--- src/rtl/greypwm_pkg.sv ---
package greypwm_pkg;
  typedef enum logic {MAP_SQUARE = 1'b0, MAP_LINEAR = 1'b1} map_e;
  localparam int unsigned NCH = 3;
endpackage

--- src/rtl/gp_period_ctr.sv ---
module gp_period_ctr
  import greypwm_pkg::*;
#(
  parameter int unsigned CNT_W    = 8,
  parameter int unsigned LIN_LAST = 127
) (
  input  logic             clk,
  input  logic             rst,
  input  logic             tick,
  input  map_e             map_req,
  output logic [CNT_W-1:0] cnt,
  output map_e             map_q,
  output logic             wrap
);
  localparam logic [CNT_W-1:0] SQ_LAST  = '1;
  localparam logic [CNT_W-1:0] LN_LAST  = CNT_W'(LIN_LAST);

  logic [CNT_W-1:0] last;
  assign last = (map_q == MAP_LINEAR) ? LN_LAST : SQ_LAST;
  assign wrap = tick && (cnt == last);

  always_ff @(posedge clk) begin
    if (rst) begin
      cnt   <= '0;
      map_q <= MAP_LINEAR;
    end else if (tick) begin
      if (wrap) begin
        cnt   <= '0;
        map_q <= map_req;
      end else begin
        cnt <= cnt + 1'b1;
      end
    end
  end

  p_lin_range_r2: assert property (@(posedge clk) disable iff (rst)
    (map_q == MAP_LINEAR) |-> (cnt <= LN_LAST));
  p_tick_gated_r7: assert property (@(posedge clk) disable iff (rst)
    !tick |=> $stable(cnt));
  p_map_hold_r9: assert property (@(posedge clk) disable iff (rst)
    !wrap |=> $stable(map_q));
endmodule

--- src/rtl/gp_code_bank.sv ---
module gp_code_bank
  import greypwm_pkg::*;
#(
  parameter int unsigned CODE_W = 5
) (
  input  logic                         clk,
  input  logic                         rst,
  input  logic                         ld,
  input  logic                         wrap,
  input  logic [NCH-1:0][CODE_W-1:0]   codes_in,
  output logic [NCH-1:0][CODE_W-1:0]   active
);
  logic [NCH-1:0][CODE_W-1:0] pending;

  always_ff @(posedge clk) begin
    if (rst) begin
      pending <= '0;
      active  <= '0;
    end else begin
      if (ld)   pending <= codes_in;
      if (wrap) active  <= pending;
    end
  end

  p_active_hold_r6: assert property (@(posedge clk) disable iff (rst)
    !wrap |=> $stable(active));
  p_pending_hold_r5: assert property (@(posedge clk) disable iff (rst)
    !ld |=> $stable(pending));
endmodule

--- src/rtl/gp_chan.sv ---
module gp_chan
  import greypwm_pkg::*;
#(
  parameter int unsigned CODE_W   = 5,
  parameter int unsigned CNT_W    = 8,
  parameter int unsigned LIN_STEP = 4
) (
  input  logic              clk,
  input  logic              rst,
  input  logic [CNT_W-1:0]  cnt,
  input  map_e              map_q,
  input  logic [CODE_W-1:0] code,
  output logic              out_q
);
  localparam int unsigned ON_W = CNT_W + 1;
  localparam int unsigned SQ_W = 2 * (CODE_W + 1);

  logic [CODE_W:0]   code_p1;
  logic [SQ_W-1:0]   sq;
  logic [ON_W-1:0]   on_lin;
  logic [ON_W-1:0]   on_sq;
  logic [ON_W-1:0]   on_time;

  assign code_p1 = {1'b0, code} + 1'b1;
  assign sq      = SQ_W'(code_p1) * SQ_W'(code_p1);
  assign on_sq   = ON_W'(sq >> 2);
  assign on_lin  = ON_W'(code) * ON_W'(LIN_STEP);
  assign on_time = (map_q == MAP_LINEAR) ? on_lin : on_sq;

  always_ff @(posedge clk) begin
    if (rst) out_q <= 1'b0;
    else     out_q <= ({1'b0, cnt} < on_time);
  end

  p_zero_dark_r4: assert property (@(posedge clk) disable iff (rst)
    (code == '0) |=> !out_q);
  p_full_on_r3: assert property (@(posedge clk) disable iff (rst)
    (map_q == MAP_SQUARE && code == '1) |=> out_q);
  p_rise_at_start_r8: assert property (@(posedge clk) disable iff (rst)
    $rose(out_q) |-> ($past(cnt) == '0));
endmodule

--- src/rtl/greypwm_rgb.sv ---
module greypwm_rgb
  import greypwm_pkg::*;
#(
  parameter int unsigned CODE_W   = 5,
  parameter int unsigned CNT_W    = 8,
  parameter int unsigned LIN_LAST = 127,
  parameter int unsigned LIN_STEP = 4
) (
  input  logic              clk,
  input  logic              rst,
  input  logic              gclk_en,
  input  logic              lin_sel,
  input  logic              ld,
  input  logic [CODE_W-1:0] code_r,
  input  logic [CODE_W-1:0] code_g,
  input  logic [CODE_W-1:0] code_b,
  output logic              pwm_r,
  output logic              pwm_g,
  output logic              pwm_b
);
  logic [CNT_W-1:0]           cnt;
  map_e                       map_q;
  map_e                       map_req;
  logic                       wrap;
  logic [NCH-1:0][CODE_W-1:0] codes_in;
  logic [NCH-1:0][CODE_W-1:0] active;
  logic [NCH-1:0]             outs;

  // Anything but a driven 0 (high, floating, unknown) picks linear mapping.
  assign map_req  = (lin_sel !== 1'b0) ? MAP_LINEAR : MAP_SQUARE;
  assign codes_in = {code_b, code_g, code_r};

  gp_period_ctr #(.CNT_W(CNT_W), .LIN_LAST(LIN_LAST)) u_ctr (
    .clk(clk), .rst(rst), .tick(gclk_en), .map_req(map_req),
    .cnt(cnt), .map_q(map_q), .wrap(wrap)
  );

  gp_code_bank #(.CODE_W(CODE_W)) u_bank (
    .clk(clk), .rst(rst), .ld(ld), .wrap(wrap),
    .codes_in(codes_in), .active(active)
  );

  for (genvar i = 0; i < NCH; i++) begin : g_ch
    gp_chan #(.CODE_W(CODE_W), .CNT_W(CNT_W), .LIN_STEP(LIN_STEP)) u_ch (
      .clk(clk), .rst(rst), .cnt(cnt), .map_q(map_q),
      .code(active[i]), .out_q(outs[i])
    );
  end

  assign pwm_r = outs[0];
  assign pwm_g = outs[1];
  assign pwm_b = outs[2];

  p_reset_dark_r1: assert property (@(posedge clk)
    $past(rst) |-> (outs == '0));
endmodule

--- config.mk ---
export PLATFORM = sky130hd
export DESIGN_NAME = greypwm_rgb
export DESIGN_NICKNAME = d
export VERILOG_FILES = /design/src/rtl/greypwm_pkg.sv /design/src/rtl/gp_period_ctr.sv /design/src/rtl/gp_code_bank.sv /design/src/rtl/gp_chan.sv /design/src/rtl/greypwm_rgb.sv
export SDC_FILE = /design/constraint.sdc
export NUM_CORES = 1
export LEC_CHECK = 0
export CAP_MARGIN = 5
export CORE_ASPECT_RATIO = 0.9
export CORE_UTILIZATION = 45
export CTS_CLUSTER_DIAMETER = 40
export CTS_CLUSTER_SIZE = 30
export DETAILED_ROUTE_END_ITERATION = 7
export RECOVER_POWER = 25
export SYNTH_ARGS = -nofsm -noshare
export SYNTH_HDL_FRONTEND = slang
export SYNTH_SLANG_ARGS = --single-unit
--- constraint.sdc ---
create_clock -name clk -period 9.1 [get_ports clk]
set_clock_uncertainty 0.15 [all_clocks]
set_input_delay 1.365 -clock clk [delete_from_list [all_inputs] [get_ports clk]]
set_output_delay 1.365 -clock clk [all_outputs]
set_load 0.01 [all_outputs]
-- After elaboration in Yosys (flattened, before gate mapping)
Index checks and enable logic that the tools add are counted.
- logic and storage cells: 31
- register bits after elaboration: 42
- bits of input ports: 20
- output and inout bits: 3
- equal/unequal tests: 2
- add/subtract/negate cells: 4
- order comparisons: 3
- multiplexer cells: 6
- reduce and logical (&&, ||, !) cells: 2
- $mul: 3
- operators with widths (kind ; number):
    6-bit by 6-bit multiplier with 11-bit output ; 3
    8-bit by 9-bit < comparator with 1-bit output ; 3
    9-bit 2-to-1 mux ; 3
    5-bit by 1-bit adder with 6-bit output (second input constant) ; 3
    8-bit 2-to-1 mux ; 2
    8-bit by 1-bit adder with 8-bit output (second input constant) ; 1
    8-bit equality test ; 1
    2-bit AND reduction ; 1
    1-bit logical AND ; 1
    1-bit 2-to-1 mux ; 1
    1-bit !== test (second input constant) ; 1

-- Longest topological paths before layout
- depth in word-level cells: 4
- mapped depth: 21
- depth with buffers taken out: 21

-- Cells and area by module
A second synthesis with hierarchy kept.
- cell total of the unflattened synthesis: 522
- area total of the unflattened synthesis: 4519.3 um2
- modules (own cells, without submodules) (module ; instances ; sequential area each (um2) ; area an instance (um2) ; cells an instance):
    gp_code_bank ; 1 ; 600.6 ; 1087.3 ; 97
    gp_chan at g_ch[2].u_ch ; 1 ; 20.0 ; 1006.0 ; 126
    gp_chan at g_ch[1].u_ch ; 1 ; 20.0 ; 989.7 ; 126
    gp_chan at g_ch[0].u_ch ; 1 ; 20.0 ; 979.7 ; 125
    gp_period_ctr ; 1 ; 180.2 ; 456.7 ; 48

-- Least setup slack after synthesis
OpenSTA, ideal clock, no wires.
- path type: flip-flop to flip-flop
- start point: reg u_bank.active[0] in the netlist's numbering
- end point: reg g_ch[0].u_ch.out_q
- stages on the path, launching flop included: 21
- period minus slack after synthesis: 5.040 ns
- setup slack: 4.060 ns
- data required time: 8.876 ns
- buffers on the path: 0
- setup time: 0.074 ns
- data arrival time: 4.816 ns
- cells stage by stage: dfxtp_1 ha_1 xor2_1 inv_1 nor2_1 fa_1 inv_1 fa_1 fa_1 inv_1 ha_1 and3b_1 o21a_1 o21ai_1 mux2_2 a221oi_2 ha_1 a21o_1 a211oi_1 o21ai_0 o21ai_0
- word-level cells in the longest chain between the ends: 4
- ends and longest elaborated chain (what ; RTL line ; source):
    start: declaration ; gp_code_bank.sv:11 ; output logic [NCH-1:0][CODE_W-1:0] active
    start signal: assignment ; gp_code_bank.sv:21 ; if (wrap) active <= pending;
    5-bit by 1-bit adder with 6-bit output ; gp_chan.sv:24 ; assign code_p1 = {1'b0, code} + 1'b1;
    6-bit by 6-bit multiplier with 11-bit output ; gp_chan.sv:25 ; assign sq = SQ_W'(code_p1) * SQ_W'(code_p1);
    9-bit 2-to-1 mux (*) ; gp_chan.sv:28 ; assign on_time = (map_q == MAP_LINEAR) ? on_lin : on_sq;
    8-bit by 9-bit < comparator with 1-bit output (*) ; gp_chan.sv:32 ; else out_q <= ({1'b0, cnt} < on_time);
    end signal: assignment ; gp_chan.sv:32 ;
    end: declaration ; gp_chan.sv:13 ; output logic out_q
Mark *: on every way between the ends. The rest lies on a longest branch, timed or not.
A chain may end at the register's enable or synchronous reset.

-- Worst setup path in the final report
- start point: reg u_bank.active[10] in the netlist's numbering
- end point: reg g_ch[2].u_ch.out_q
- word-level cells in the longest chain between the ends: 4
- ends and longest elaborated chain (what ; RTL line):
    5-bit by 1-bit adder with 6-bit output ; gp_chan.sv:24
    6-bit by 6-bit multiplier with 11-bit output ; gp_chan.sv:25
    9-bit 2-to-1 mux (*) ; gp_chan.sv:28
    8-bit by 9-bit < comparator with 1-bit output (*) ; gp_chan.sv:32
    end signal: assignment ; gp_chan.sv:32
    end: declaration ; gp_chan.sv:13
Marked as above.

==> qor.csv <==
stage,metric,value,unit
global_routing,met2 Track Usage GR,30.4,%
timing,RSZ-0062 raised after global routing,false,
routing,"wirelength, routed",8680,um
worst_hold_path,hold crit path type,reg2reg,
status,status,finished with violations,
power,Max VDD drop,0.0606,mV
die,Cell Rows,33,
die,Die H,95.2,um
cells_and_area,Antenna Cells,0,
power,Pwr Density,75.7,nW/um^2
routing,post-route ant nets,0,
placed_design,pre-CTS WS,3.65,ns
yosys,Synth Area in XOR/XNOR,7.06,%
die,Core ar.,9250,um^2
routing,vias per inst,5.09,
cts,clock-pin slew on the worst setup and hold paths,0.09,ns
timing,setup total negative slack,0,ns
cts,Root Driver,clkbuf_8,
worst_setup_path,Critical Path Fanout Max,9,
placed_design,buffers added on ports,22,
worst_setup_path,startpoint types,flip-flop,
routing,wire per inst,13.4,um
die,die area,10000,um^2
cts,CTS tree,yes,
yosys,top_reg_cell synth,dfxtp_1,
timing,relative slew slack,-23.8,%
yosys,Yosys reg bits,42,
yosys,Synth Cell Area,4340,um^2
cts,H-tree depth,2,
global_routing,global-route usage over all layers,18.8,%
yosys,simple logic cell fraction of the synthesized area,18.0,%
die,Die W,106,um
yosys,adder-cell share of the synthesized area,29.5,%
placed_design,Post-DP HPWL,6840,um
timing,final setup fails,0,
yosys,Syn Inst Count,509,
timing,fmax,182,MHz
cells_and_area,most frequent cells in the layout,"77 x nor2_1, 64 x ha_1, 56 x inv_1",
routing,Detailed Routing Iterations Pass 1,4,
yosys,Post-synth EDFFs,0,
timing,final hold vios,0,
timing,Slew @ Worst Pin,1.86,ns
worst_setup_path,Worst setup EP type,flip-flop,
timing,Tcrit/Tclk final,60.4,%
die,initial core utilization,47.0,%
routing,DRC,0,
placed_design,placed standard-cell area,4660,um^2
global_routing,initial antenna violation count,0,
cells_and_area,share of layout cells above drive strength 1,3.41,%
yosys,Post-synth ARST share,0,%
power,Leakage,0.00238,uW
yosys,Yosys cell types,50,
global_routing,global-route wire length before repair,15100,um
routing,Initial DRC Count,106,
yosys,largest family of logic cells by synthesized area,adder cells,
timing,Final Critical Period,5.49,ns
global_routing,largest net degree at the start of global routing,48,
cts,"Hold-fix buffers, CTS",0,
timing,final max-slew violation count,44,
yosys,mux contribution to synthesized area,8.56,%
cts,TritonCTS Buffers,5,
cells_and_area,synthesis-to-finish area growth,9.33,%
status,violations in the final reports,"capacitance limit, slew limit",
cells_and_area,"most common cell after layout, fill and taps aside",nor2_1,
global_routing,GR peak layer,met2,
worst_setup_path,WS Path Type,reg2reg,
timing,Final Hold Slack,0.351,ns
cts,clk sinks,42,
cts,Skew-Pair Late Insertion Delay,0.30,ns
yosys,register area share after synthesis,19.4,%
timing,Worst Slack Setup Final,3.61,ns
worst_setup_path,CP required,9.07,ns
global_routing,vias in the first global route,3209,
routing,via count,3311,
yosys,Synth warnings,0,
die,Top Ports,23,
yosys,compound-cell area share of the yosys netlist,10.3,%
global_routing,met3 Resource Use GR,2.46,%
run,max cap viols,1,
worst_setup_path,Worst EP arrival,5.46,ns
cells_and_area,NumNets Final,635,
cells_and_area,post-route cell area,4750,um^2
cts,post-CTS sizing,0,
cts,setup bufs post-CTS,0,
global_routing,gr ovfl total,0,
global_routing,met1 global-route usage,27.4,%
yosys,syn_area_per_cell,8.53,um^2
cts,clk buf depth,2,
placed_design,Final GP Congestion,0.840,
-- worst paths after layout --
| path | endpoint | slack [ns] | start | depth (start not counted) |
|---|---|---|---|---|
| setup reg to reg | g_ch[2].u_ch.out_q | 3.61 | u_bank.active[10] | 21 |
| setup / recovery | g_ch[2].u_ch.out_q | 3.61 | u_bank.active[10] | 21 |
| hold / removal | u_bank.active[12] | 0.35 | u_bank.pending[12] | 2 |
| hold reg to reg | u_bank.active[12] | 0.35 | u_bank.pending[12] | 2 |
-- logic make-up (layout without fill, tap and decap cells) --
group | after synthesis | after routing
buffers and inverters | 75 | 89
DFF | 42 | 42
and+or+nand+nor | 162 | 162
xor gates and xnor gates | 35 | 35
other | 1 | 6
muxes | 37 | 37
AOI/OAI and AO/OA | 69 | 69
adders and majority gates | 88 | 88
-- where the power goes --
group	internal (uW)	total (uW)	switching [uW]
logic	21.2	39.7	18.5
clock network	55.0	126	71.1
registers	189	193	4.51
total	265	359	94.2
-- worst max-delay path, cell delays in order (launching register included) --
cell and delay (ns):
dfxtp_1 0.51, ha_1 0.29, xor2_1 0.39, inv_1 0.16, nor2_1 0.15, fa_1 0.43, inv_1 0.12, fa_1 0.45
fa_1 0.56, inv_1 0.04, ha_1 0.34, and4b_1 0.21, o31a_1 0.31, nor2_1 0.12, xnor2_1 0.14, mux2i_1 0.10
ha_1 0.32, nand2_1 0.05, nand2_1 0.07, nor2_1 0.04, a211oi_1 0.27, o32ai_1 0.11
-- Yosys cell counts (2+ instances only) --
library cell | number | area [um^2]
and3_1 | 4 | 25.0
buf_2 | 6 | 30.0
nand2_1 | 19 | 71.3
a211oi_1 | 7 | 52.6
xnor2_1 | 17 | 149
dfxtp_1 | 42 | 841
nor4b_1 | 3 | 26.3
nor3_1 | 7 | 35.0
o21ai_1 | 4 | 20.0
a21oi_1 | 23 | 115
nand2b_1 | 8 | 50.1
nor3b_1 | 5 | 37.5
xor2_1 | 18 | 158
buf_6 | 2 | 22.5
a21o_1 | 7 | 52.6
nand3b_1 | 2 | 15.0
nor2b_1 | 6 | 37.5
nand4_1 | 5 | 31.3
mux2i_1 | 36 | 360
a311oi_1 | 2 | 17.5
a211o_1 | 2 | 17.5
nand3_1 | 12 | 60.1
o21ai_0 | 11 | 55.1
fa_1 | 24 | 480
ha_1 | 64 | 801
nor2_1 | 77 | 289
and3b_1 | 2 | 17.5
clkbuf_1 | 10 | 37.5
inv_1 | 56 | 210
and2_1 | 4 | 25.0
o21a_1 | 4 | 30.0
o2111ai_1 | 2 | 17.5
-- metal layers --
layer / vias to the layer above / share of wire, %
met2: 29 / 44
met3: 4 / 2.1
li1: 1740 / -
met1: 1538 / 54
met4: 0 / 0.53
met5: - / 0
-- per-stage QoR --
stage          utilization (%)  power [uW]  std cells
3_3_place_gp              50.4         237        642
5_1_grt                   51.3         379        650
6_report                  51.3         359        650
4_1_cts                   51.4         364        650
3_5_place_dp              50.4         238        642
2_1_floorplan                -         222        514
-- registers in the layout (all words and copies together), names as in the netlist --
name / flops
u_ctr.cnt: 8
g_ch.u_ch.out_q: 3
u_ctr.map_q: 1
u_bank.pending: 15
u_bank.active: 15
-- final cells by class --
| class | count | area (um^2) |
|---|---|---|
| Sequential cell | 42 | 841 |
| Clock buffer | 5 | 68.8 |
| Inverter | 56 | 210 |
| Tap cell | 122 | 153 |
| Fill cell | 926 | 4500 |
| Clock inverter | 3 | 23.8 |
| Timing Repair Buffer | 25 | 239 |
| Multi-Input combinational cell | 397 | 3210 |
Power figures use the tool's default switching activity.
